==> src/rtl/smem_pkg.sv <==
package smem_pkg;
  typedef enum logic [1:0] {
    CYC_IDLE,
    CYC_READ,
    CYC_WRITE,
    CYC_CLASH
  } cyc_e;
endpackage

==> src/rtl/smem_sync.sv <==
module smem_sync #(
  parameter int  W       = 1,
  parameter logic RST_VAL = 1'b1
) (
  input  logic         clk,
  input  logic         rst,
  input  logic [W-1:0] d,
  output logic [W-1:0] q
);
  for (genvar i = 0; i < W; i++) begin : g_bit
    logic meta;
    always_ff @(posedge clk) begin
      if (rst) begin
        meta <= RST_VAL;
        q[i] <= RST_VAL;
      end else begin
        meta <= d[i];
        q[i] <= meta;
      end
    end
  end
endmodule

==> src/rtl/smem_cycle_dec.sv <==
module smem_cycle_dec
  import smem_pkg::*;
(
  input  logic clk,
  input  logic rst,
  input  logic sel_s,
  input  logic rd_s,
  input  logic wr_s,
  input  logic din_s,
  output logic rd_done,
  output logic wr_done,
  output logic wr_bit,
  output logic clash
);
  cyc_e kind;
  logic bit_q;
  logic all_low;

  assign all_low = !sel_s && !rd_s && !wr_s;

  always_ff @(posedge clk) begin
    if (rst) begin
      kind    <= CYC_IDLE;
      bit_q   <= 1'b0;
      rd_done <= 1'b0;
      wr_done <= 1'b0;
      wr_bit  <= 1'b0;
      clash   <= 1'b0;
    end else begin
      rd_done <= 1'b0;
      wr_done <= 1'b0;
      clash   <= all_low;
      unique case (kind)
        CYC_IDLE: begin
          if (all_low) kind <= CYC_CLASH;
          else if (!sel_s && !wr_s) begin
            kind  <= CYC_WRITE;
            bit_q <= din_s;
          end else if (!sel_s && !rd_s) kind <= CYC_READ;
        end
        CYC_WRITE: begin
          if (all_low) kind <= CYC_CLASH;
          else if (sel_s || wr_s) begin
            kind    <= CYC_IDLE;
            wr_done <= 1'b1;
            wr_bit  <= bit_q;
          end else bit_q <= din_s;
        end
        CYC_READ: begin
          if (all_low) kind <= CYC_CLASH;
          else if (sel_s || rd_s) begin
            kind    <= CYC_IDLE;
            rd_done <= 1'b1;
          end
        end
        CYC_CLASH: begin
          if (sel_s || (rd_s && wr_s)) kind <= CYC_IDLE;
        end
        default: kind <= CYC_IDLE;
      endcase
    end
  end
endmodule

==> src/rtl/smem_proto.sv <==
module smem_proto #(
  parameter int AW       = 9,
  parameter int DW       = 8,
  parameter int SEQ_BITS = 16
) (
  input  logic                   clk,
  input  logic                   rst,
  input  logic                   rd_done,
  input  logic                   wr_done,
  input  logic                   wr_bit,
  input  logic                   prog_busy,
  output logic [AW-1:0]          byte_addr,
  output logic [$clog2(DW)-1:0]  bit_idx,
  output logic                   in_read,
  output logic                   wel
);
  localparam int CW = $clog2(SEQ_BITS + 1);
  localparam int BW = $clog2(DW);

  logic [CW-1:0] cnt;
  logic [AW-2:0] sh;
  logic          last_rd;

  always_ff @(posedge clk) begin
    if (rst) begin
      cnt       <= '0;
      sh        <= '0;
      last_rd   <= 1'b0;
      in_read   <= 1'b0;
      byte_addr <= '0;
      bit_idx   <= '0;
      wel       <= 1'b0;
    end else if (wr_done) begin
      last_rd <= 1'b0;
      in_read <= 1'b0;
      sh      <= {sh[AW-3:0], wr_bit};
      if (last_rd || cnt == '0) begin
        cnt <= CW'(1);
      end else if (cnt == CW'(SEQ_BITS - 1)) begin
        cnt       <= '0;
        in_read   <= 1'b1;
        byte_addr <= {sh, wr_bit};
        bit_idx   <= '0;
      end else begin
        cnt <= cnt + CW'(1);
      end
      if (last_rd && !wr_bit && !prog_busy) wel <= 1'b1;
    end else if (rd_done) begin
      last_rd <= 1'b1;
      cnt     <= '0;
      if (in_read) begin
        bit_idx <= bit_idx + BW'(1);
        if (bit_idx == BW'(DW - 1)) byte_addr <= byte_addr + AW'(1);
      end
    end
  end
endmodule

==> src/rtl/smem_array.sv <==
module smem_array #(
  parameter int         AW       = 9,
  parameter int         DW       = 8,
  parameter logic [7:0] INIT_PAT = 8'hA5
) (
  input  logic          clk,
  input  logic          rst,
  input  logic [AW-1:0] rd_addr,
  output logic [DW-1:0] rd_data
);
  localparam int DEPTH = 1 << AW;

  logic [DW-1:0] mem [DEPTH];
  logic [AW-1:0] fill_addr;
  logic          filling;

  always_ff @(posedge clk) begin
    if (rst) begin
      fill_addr <= '0;
      filling   <= 1'b1;
    end else if (filling) begin
      fill_addr <= fill_addr + AW'(1);
      if (fill_addr == AW'(DEPTH - 1)) filling <= 1'b0;
    end
  end

  always_ff @(posedge clk) begin
    if (filling) mem[fill_addr] <= DW'(fill_addr) ^ DW'(INIT_PAT);
    rd_data <= mem[rd_addr];
  end
endmodule

==> src/rtl/serial_mem_emu.sv <==
module serial_mem_emu #(
  parameter int         ADDR_W   = 9,
  parameter int         DATA_W   = 8,
  parameter int         SEQ_BITS = 16,
  parameter logic [7:0] INIT_PAT = 8'hA5
) (
  input  logic clk,
  input  logic rst,
  input  logic bus_sel_n,
  input  logic bus_rd_n,
  input  logic bus_wr_n,
  input  logic sdata_i,
  input  logic wprot_n,
  input  logic prog_busy,
  output logic sdata_o,
  output logic sdata_oe,
  output logic strobe_clash,
  output logic wr_latch,
  output logic prog_ok
);
  localparam int BW = $clog2(DATA_W);

  logic [4:0]        raw_v, syn_v;
  logic              sel_s, rd_s, wr_s, din_s, wp_s;
  logic              rd_done, wr_done, wr_bit;
  logic [ADDR_W-1:0] byte_addr;
  logic [BW-1:0]     bit_idx;
  logic              in_read;
  logic [DATA_W-1:0] rd_data;

  assign raw_v = {wprot_n, sdata_i, bus_wr_n, bus_rd_n, bus_sel_n};
  assign {wp_s, din_s, wr_s, rd_s, sel_s} = syn_v;

  smem_sync #(.W(5), .RST_VAL(1'b1)) u_sync (
    .clk(clk), .rst(rst), .d(raw_v), .q(syn_v)
  );

  smem_cycle_dec u_dec (
    .clk(clk), .rst(rst), .sel_s(sel_s), .rd_s(rd_s), .wr_s(wr_s),
    .din_s(din_s), .rd_done(rd_done), .wr_done(wr_done),
    .wr_bit(wr_bit), .clash(strobe_clash)
  );

  smem_proto #(.AW(ADDR_W), .DW(DATA_W), .SEQ_BITS(SEQ_BITS)) u_proto (
    .clk(clk), .rst(rst), .rd_done(rd_done), .wr_done(wr_done),
    .wr_bit(wr_bit), .prog_busy(prog_busy), .byte_addr(byte_addr),
    .bit_idx(bit_idx), .in_read(in_read), .wel(wr_latch)
  );

  smem_array #(.AW(ADDR_W), .DW(DATA_W), .INIT_PAT(INIT_PAT)) u_array (
    .clk(clk), .rst(rst), .rd_addr(byte_addr), .rd_data(rd_data)
  );

  always_ff @(posedge clk) begin
    if (rst) begin
      sdata_oe <= 1'b0;
      sdata_o  <= 1'b1;
      prog_ok  <= 1'b0;
    end else begin
      sdata_oe <= !sel_s && !rd_s;
      sdata_o  <= in_read ? rd_data[BW'(DATA_W - 1) - bit_idx] : 1'b1;
      prog_ok  <= wr_latch && wp_s && !prog_busy;
    end
  end
endmodule

==> config.mk <==
export PLATFORM = sky130hd
export DESIGN_NAME = serial_mem_emu
export DESIGN_NICKNAME = d
export VERILOG_FILES = /design/src/rtl/smem_pkg.sv /design/src/rtl/smem_sync.sv /design/src/rtl/smem_cycle_dec.sv /design/src/rtl/smem_proto.sv /design/src/rtl/smem_array.sv /design/src/rtl/serial_mem_emu.sv
export SDC_FILE = /design/constraint.sdc
export NUM_CORES = 2
export LEC_CHECK = 0
export ABC_AREA = 0
export BUFFER_PORTS_ARGS = -buffer_cell sky130_fd_sc_hd__buf_4
export CAP_MARGIN = 10
export CORE_UTILIZATION = 55
export CTS_BUF_LIST = sky130_fd_sc_hd__clkbuf_8
export CTS_CLUSTER_DIAMETER = 150
export DETAILED_ROUTE_END_ITERATION = 8
export HOLD_SLACK_MARGIN = 0.05
export PLACE_DENSITY = 0.74
export SLEW_MARGIN = 20
export SYNTH_ARGS = -nofsm -noshare
export SYNTH_HDL_FRONTEND = slang
export SYNTH_SLANG_ARGS = --single-unit
==> constraint.sdc <==
create_clock -name clk -period 16.2 [get_ports clk]
set_input_delay 1.62 -clock clk [delete_from_list [all_inputs] [get_ports clk]]
set_output_delay 1.62 -clock clk [all_outputs]
set_load 0.005 [all_outputs]
## After elaboration in Yosys (flattened, before gate mapping)

Memories as Yosys holds them, arrays and structs flattened. A register that Yosys moved wholly into a read port is not among the register bits.
Cells that the tools add are included.

- Register bits after elaboration: 58
- Bits of input ports: 8
- Memory bits (writable): 4,096
- Output and inout bits: 5
- Memories: 1
- Logic and storage cells: 128

- Reductions and logical operators: 33
- Order comparisons: 1
- Eq/ne operators: 16
- Mux-type cells: 39
- Bitwise logic cells: 5
- Add/sub/neg operators: 5

Memories:

| name | words | bits a word | rd ports | clocked after memory_dff | write ports | line | text |
|---|---|---|---|---|---|---|---|
| u_array.mem | 512 | 8 | 1 | 1 | 1 | smem_array.sv:13 | `logic [DW-1:0] mem [DEPTH];` |

Operators with widths:

| operator | number |
|---|---|
| $mux W9 | 6 |
| $mux W5 | 4 |
| $add A9 B1 Y9 const B | 2 |
| $mux W2 | 8 |
| $mux W3 | 5 |
| $mux W1 | 13 |
| $reduce_and A5 Y1 | 2 |
| $eq A9 B9 Y1 const B | 1 |
| $logic_and A1 B1 Y1 | 8 |
| $ne A2 B2 Y1 const B | 4 |
| $pmux W2 S4 | 1 |
| $reduce_and A4 Y1 | 2 |
| $reduce_bool A2 Y1 | 4 |
| $ne A2 B1 Y1 const B | 3 |
| $ne A3 B1 Y1 const B | 2 |
| $reduce_or A3 Y1 | 2 |
| $add A5 B1 Y5 const B | 1 |
| $eq A5 B4 Y1 const B | 1 |
| $logic_not A1 Y1 | 5 |
| $logic_not A5 Y1 | 1 |
| $eq A2 B2 Y1 const B | 2 |
| $logic_or A1 B1 Y1 | 4 |
| $lt A3 B4 Y1 const B | 1 |
| $ne A4 B2 Y1 const B | 1 |
| 12 further kinds | 16 |

## Longest topological paths before layout

- Depth after elaboration: 6
- Depth in mapped cells: 15
- Gate-level depth less buffers: 9

## Cells and area by module

A second synthesis with hierarchy kept.

- Cells, all modules: 8,383
- Area total of the unflattened synthesis: 163,076.4 um2

Modules (own cells, without submodules):

| module | seq. area each (um2) | area each (um2) | times used | cells each |
|---|---|---|---|---|
| smem_array | 123,358.3 | 160,899.3 | 1 | 8,160 |
| smem_proto | 560.5 | 1,370.1 | 1 | 150 |
| smem_cycle_dec | 140.1 | 394.1 | 1 | 41 |
| smem_sync | 200.2 | 262.8 | 1 | 20 |
| serial_mem_emu | 60.1 | 150.1 | 1 | 12 |

## Worst setup path after synthesis

No wires, ideal clock.

- Path type: register to register
- Start point: register u_array.fill_addr[4]
- End point: memory u_array.mem[385][0], enable pin
- Path buffers: 1
- Data arrival time: 8,779 ps
- Period minus slack after synthesis: 9,064 ps
- Data required time: 15,915 ps
- Slack: 7,136 ps
- Library setup time: 285 ps
- Stages on the path, launching flop included: 5
- Cells stage by stage: dfxtp_1 > nor2_1 > nand2_1 > clkbuf_1 > nor2_1

RTL lines:

| item | line | text |
|---|---|---|
| start, declared | smem_array.sv:14 | `logic [AW-1:0] fill_addr;` |
| start signal, assigned | smem_array.sv:22 | `fill_addr <= fill_addr + AW'(1);` |
| end, declared | smem_array.sv:13 |  |

No word-level cell before the write port.

==> reports/metrics.cfg <==
[status]
outcome=finished with violations
violations=design-rule violations

[clock_tree]
ctsHoldBuffers=0
cts_root_buffer=clkbuf_8
cts_buffer_depth=4
cts.htree.levels=6
cts_setup_buffers=0
cts_buffers=636
cts.clk_slew.worst_paths_ns=0.06
clk_latency_ns=1.28
cts_resized=0
cts_sinks=4162
cts_tree=yes

[floorplan]
coreArea_um2=293800
start_util=0.5527
die_h_um=545.4
die_w_um=545.4
row_count=199
die_area_um2=297400
ios=13

[placed_design]
gp_congestion=0.8770
portBuffers=12
dp_hpwl_mm=245.4
post-place-cells=11320

[power]
p_per_area_nw_per_um2=115.1
ir_worst_vdd_mv=0.08299
p_leak_nw=53.96

[routing]
dr.pass1.iters=9
drtIter0Drc=12750
drc=21
vias_per_cell=6.734
wl_per_cell_um=34.25
ant_nets=0
wl_mm=426.0
vias=83740

[grt]
grt_max_degree=246
track_usage=0.2845
antenna_found_initial=12
grt_pass1_wl_mm=603.7
grt_pass1_vias=82580
overflow=0

[synth]
async_flop_share=0
syn_nets=7725
synth_ff_type=edfxtp_1
syn-instance-count=7702
ys_ff_latch=4162
ys_warn_count=0
synth_edf_count=4096
syn_area_um2=162400
ys_seq_area_frac=0.7656
avgSynthCellArea_um2=21.08
synth.distinct_cells=81

[sta]
final.setup.tns_ns=0
drv_slew=0
rsz0062_at_grt=false
fin_skew_ns=0.1275
setup_viol=0
worstMarginPinSlew_ns=1.278
hold_violations=0
layout_min_cycle_time_ns=6.109
post-route-period-util=0.3771
fmax_mhz=163.7
slew_headroom=0.1457

[setup_path]
crit_chain=buf_4 > buf_12 > buf_4 > buf_4 > mux2i_1 > a221oi_2 > a21oi_1 > o211ai_1 > o21ai_0 > a2111oi_1 > buf_4 > o31a_1
cp_num_buf_inv=5
critPathLaunchType=register
cp-end-kind=register
slowest_stage=a2111oi_1
critPathMaxFanout=93
critical_path_class=register to register
crit_family=buffers and inverters
crit_cells=12
required_ns=17.33
critPathMaxStageDelay_ns=0.95
r2r_cells=12
critPathArrivalTime_ns=7.24
crit_top_cell=buf_4

[final_layout]
stdcell_count=12440
area_growth_pct=9.392
regArea_um2=124400
fillers=19850
layout_common_cells=4,096 x edfxtp_1, 978 x mux4_2, 652 x clkbuf_8
final_common_cell=edfxtp_1
multiInputGateArea_um2=35230
drive_gt1_frac=0.2419
fin_nets=8063

[hold_path]
whs_path_depth=1
hp-class=register to register

[job]
cap_viol_max_count=0

## flip-flops by register name, indices dropped and copies added (netlist names)
name and cells:
prog_ok 1, sdata_o 1, sdata_oe 1, u_array.fill_addr 9
u_array.filling 1, u_array.mem 4096, u_array.rd_data 8, u_dec.bit_q 1
u_dec.clash 1, u_dec.kind 2, u_dec.rd_done 1, u_dec.wr_bit 1
u_dec.wr_done 1, u_proto.bit_idx 3, u_proto.byte_addr 9, u_proto.cnt 5
u_proto.in_read 1, u_proto.last_rd 1, u_proto.sh 8, u_proto.wel 1
u_sync.g_bit.meta 5, u_sync.q 5
## worst reg2reg max path: cells and delay by family (launching register included)
kind	cells	cell delay, ns
AO/OA/AOI/OAI	6	2.01
buffers and inverters	5	3.07
flip-flops	1	0.71
multiplexers	1	0.23
## stage by stage
step	hold WS, ns	power, mW	worst slack, ns	utilization	cell area (µm²)
final	0.3840	20.44	10.09	0.6046	177600
after global placement	0.3990	12.64	9.734	0.5649	166000
after detailed placement	0.4055	12.65	10.11	0.5652	166100
after CTS	0.3945	20.44	10.04	0.6038	177400
after global routing	0.4250	20.91	9.713	0.6045	177600
after floorplan	0.3787	12.33	7.136	-	162400
## power breakdown
part | total (mW) | switching (mW) | internal, mW
Sequential | 11.8 | 0.0278 | 11.8
Combinational | 0.667 | 0.525 | 0.142
Clock | 7.97 | 4.11 | 3.87
Total | 20.4 | 4.66 | 15.8
## cells in the mapped netlist (all sizes together) (7+ instances only)
cell type	n	area, µm²
o22ai	53	331.6
o211ai	22	165.2
nor3b	8	60.06
nand3	26	130.1
nor2	632	2372
inv	18	67.56
nand2	221	829.6
and3	7	43.79
o21ai	94	470.5
and2	15	93.84
nor4	12	81.33
mux2i	378	3784
ha	15	187.7
or2	14	87.59
nor3	26	130.1
nor2b	20	125.1
edfxtp	4096	123000
o221a	8	90.08
nand4	10	62.56
a22oi	38	285.3
o221ai	46	402.9
a31oi	28	175.2
dfxtp	66	1321
o311ai	11	96.34
a311oi	9	78.83
a221oi	63	601.8
or3	8	50.05
clkbuf	163	611.8
a211oi	35	262.8
o31ai	7	52.55
mux2	36	405.4
mux4	978	22030
nand2b	9	56.30
a21oi	119	595.6
a2111oi	14	142.6
buf	321	2430
## final timing paths
path                                      to  slack [ns]                         startpoint
setup reg to reg  u_array.rd_data[6]$_DFF_P_       10.09  u_proto.byte_addr[0]$_SDFFE_PP0P_
hold / removal        u_sync.q[4]$_SDFF_PP1_        0.38    u_sync.g_bit[4].meta$_SDFF_PP1_
hold reg to reg       u_sync.q[4]$_SDFF_PP1_        0.38    u_sync.g_bit[4].meta$_SDFF_PP1_
setup / recovery  u_array.rd_data[6]$_DFF_P_       10.09  u_proto.byte_addr[0]$_SDFFE_PP0P_
## area by class of cell
class	instances	share of cell area
Sequential cell	4162	0.7001
Timing Repair Buffer	184	0.009178
Tap cell	3919	0.02760
Antenna cell	18	0.0002536
Multi-Input combinational cell	3037	0.1983
Clock inverter	445	0.01338
Clock buffer	652	0.05052
Inverter	19	0.0006691
## layer usage
layer  global-route usage  wire length [µm]  vias to the layer above
li1                     -                 -                    32780
met1               0.3904            153800                    43700
met2               0.4260            195900                     6187
met3              0.07975             55010                     1057
met4               0.1364             21110                       18
met5                    0               149                        -
## cells by family (layout without fill, tap and decap cells)
group / count (synthesis) / count (layout) / synth area share
other: 0 / 18 / 0
xor gates and xnor gates: 7 / 7 / 0.0003776
buffers and inverters: 503 / 1300 / 0.01917
adders and majority gates: 15 / 15 / 0.001156
DFF: 4162 / 4162 / 0.7656
and+or+nand+nor: 1020 / 1020 / 0.02601
muxes: 1392 / 1392 / 0.1614
AOI/OAI and AO/OA: 603 / 603 / 0.02626
(Power assumes the default switching activity.)
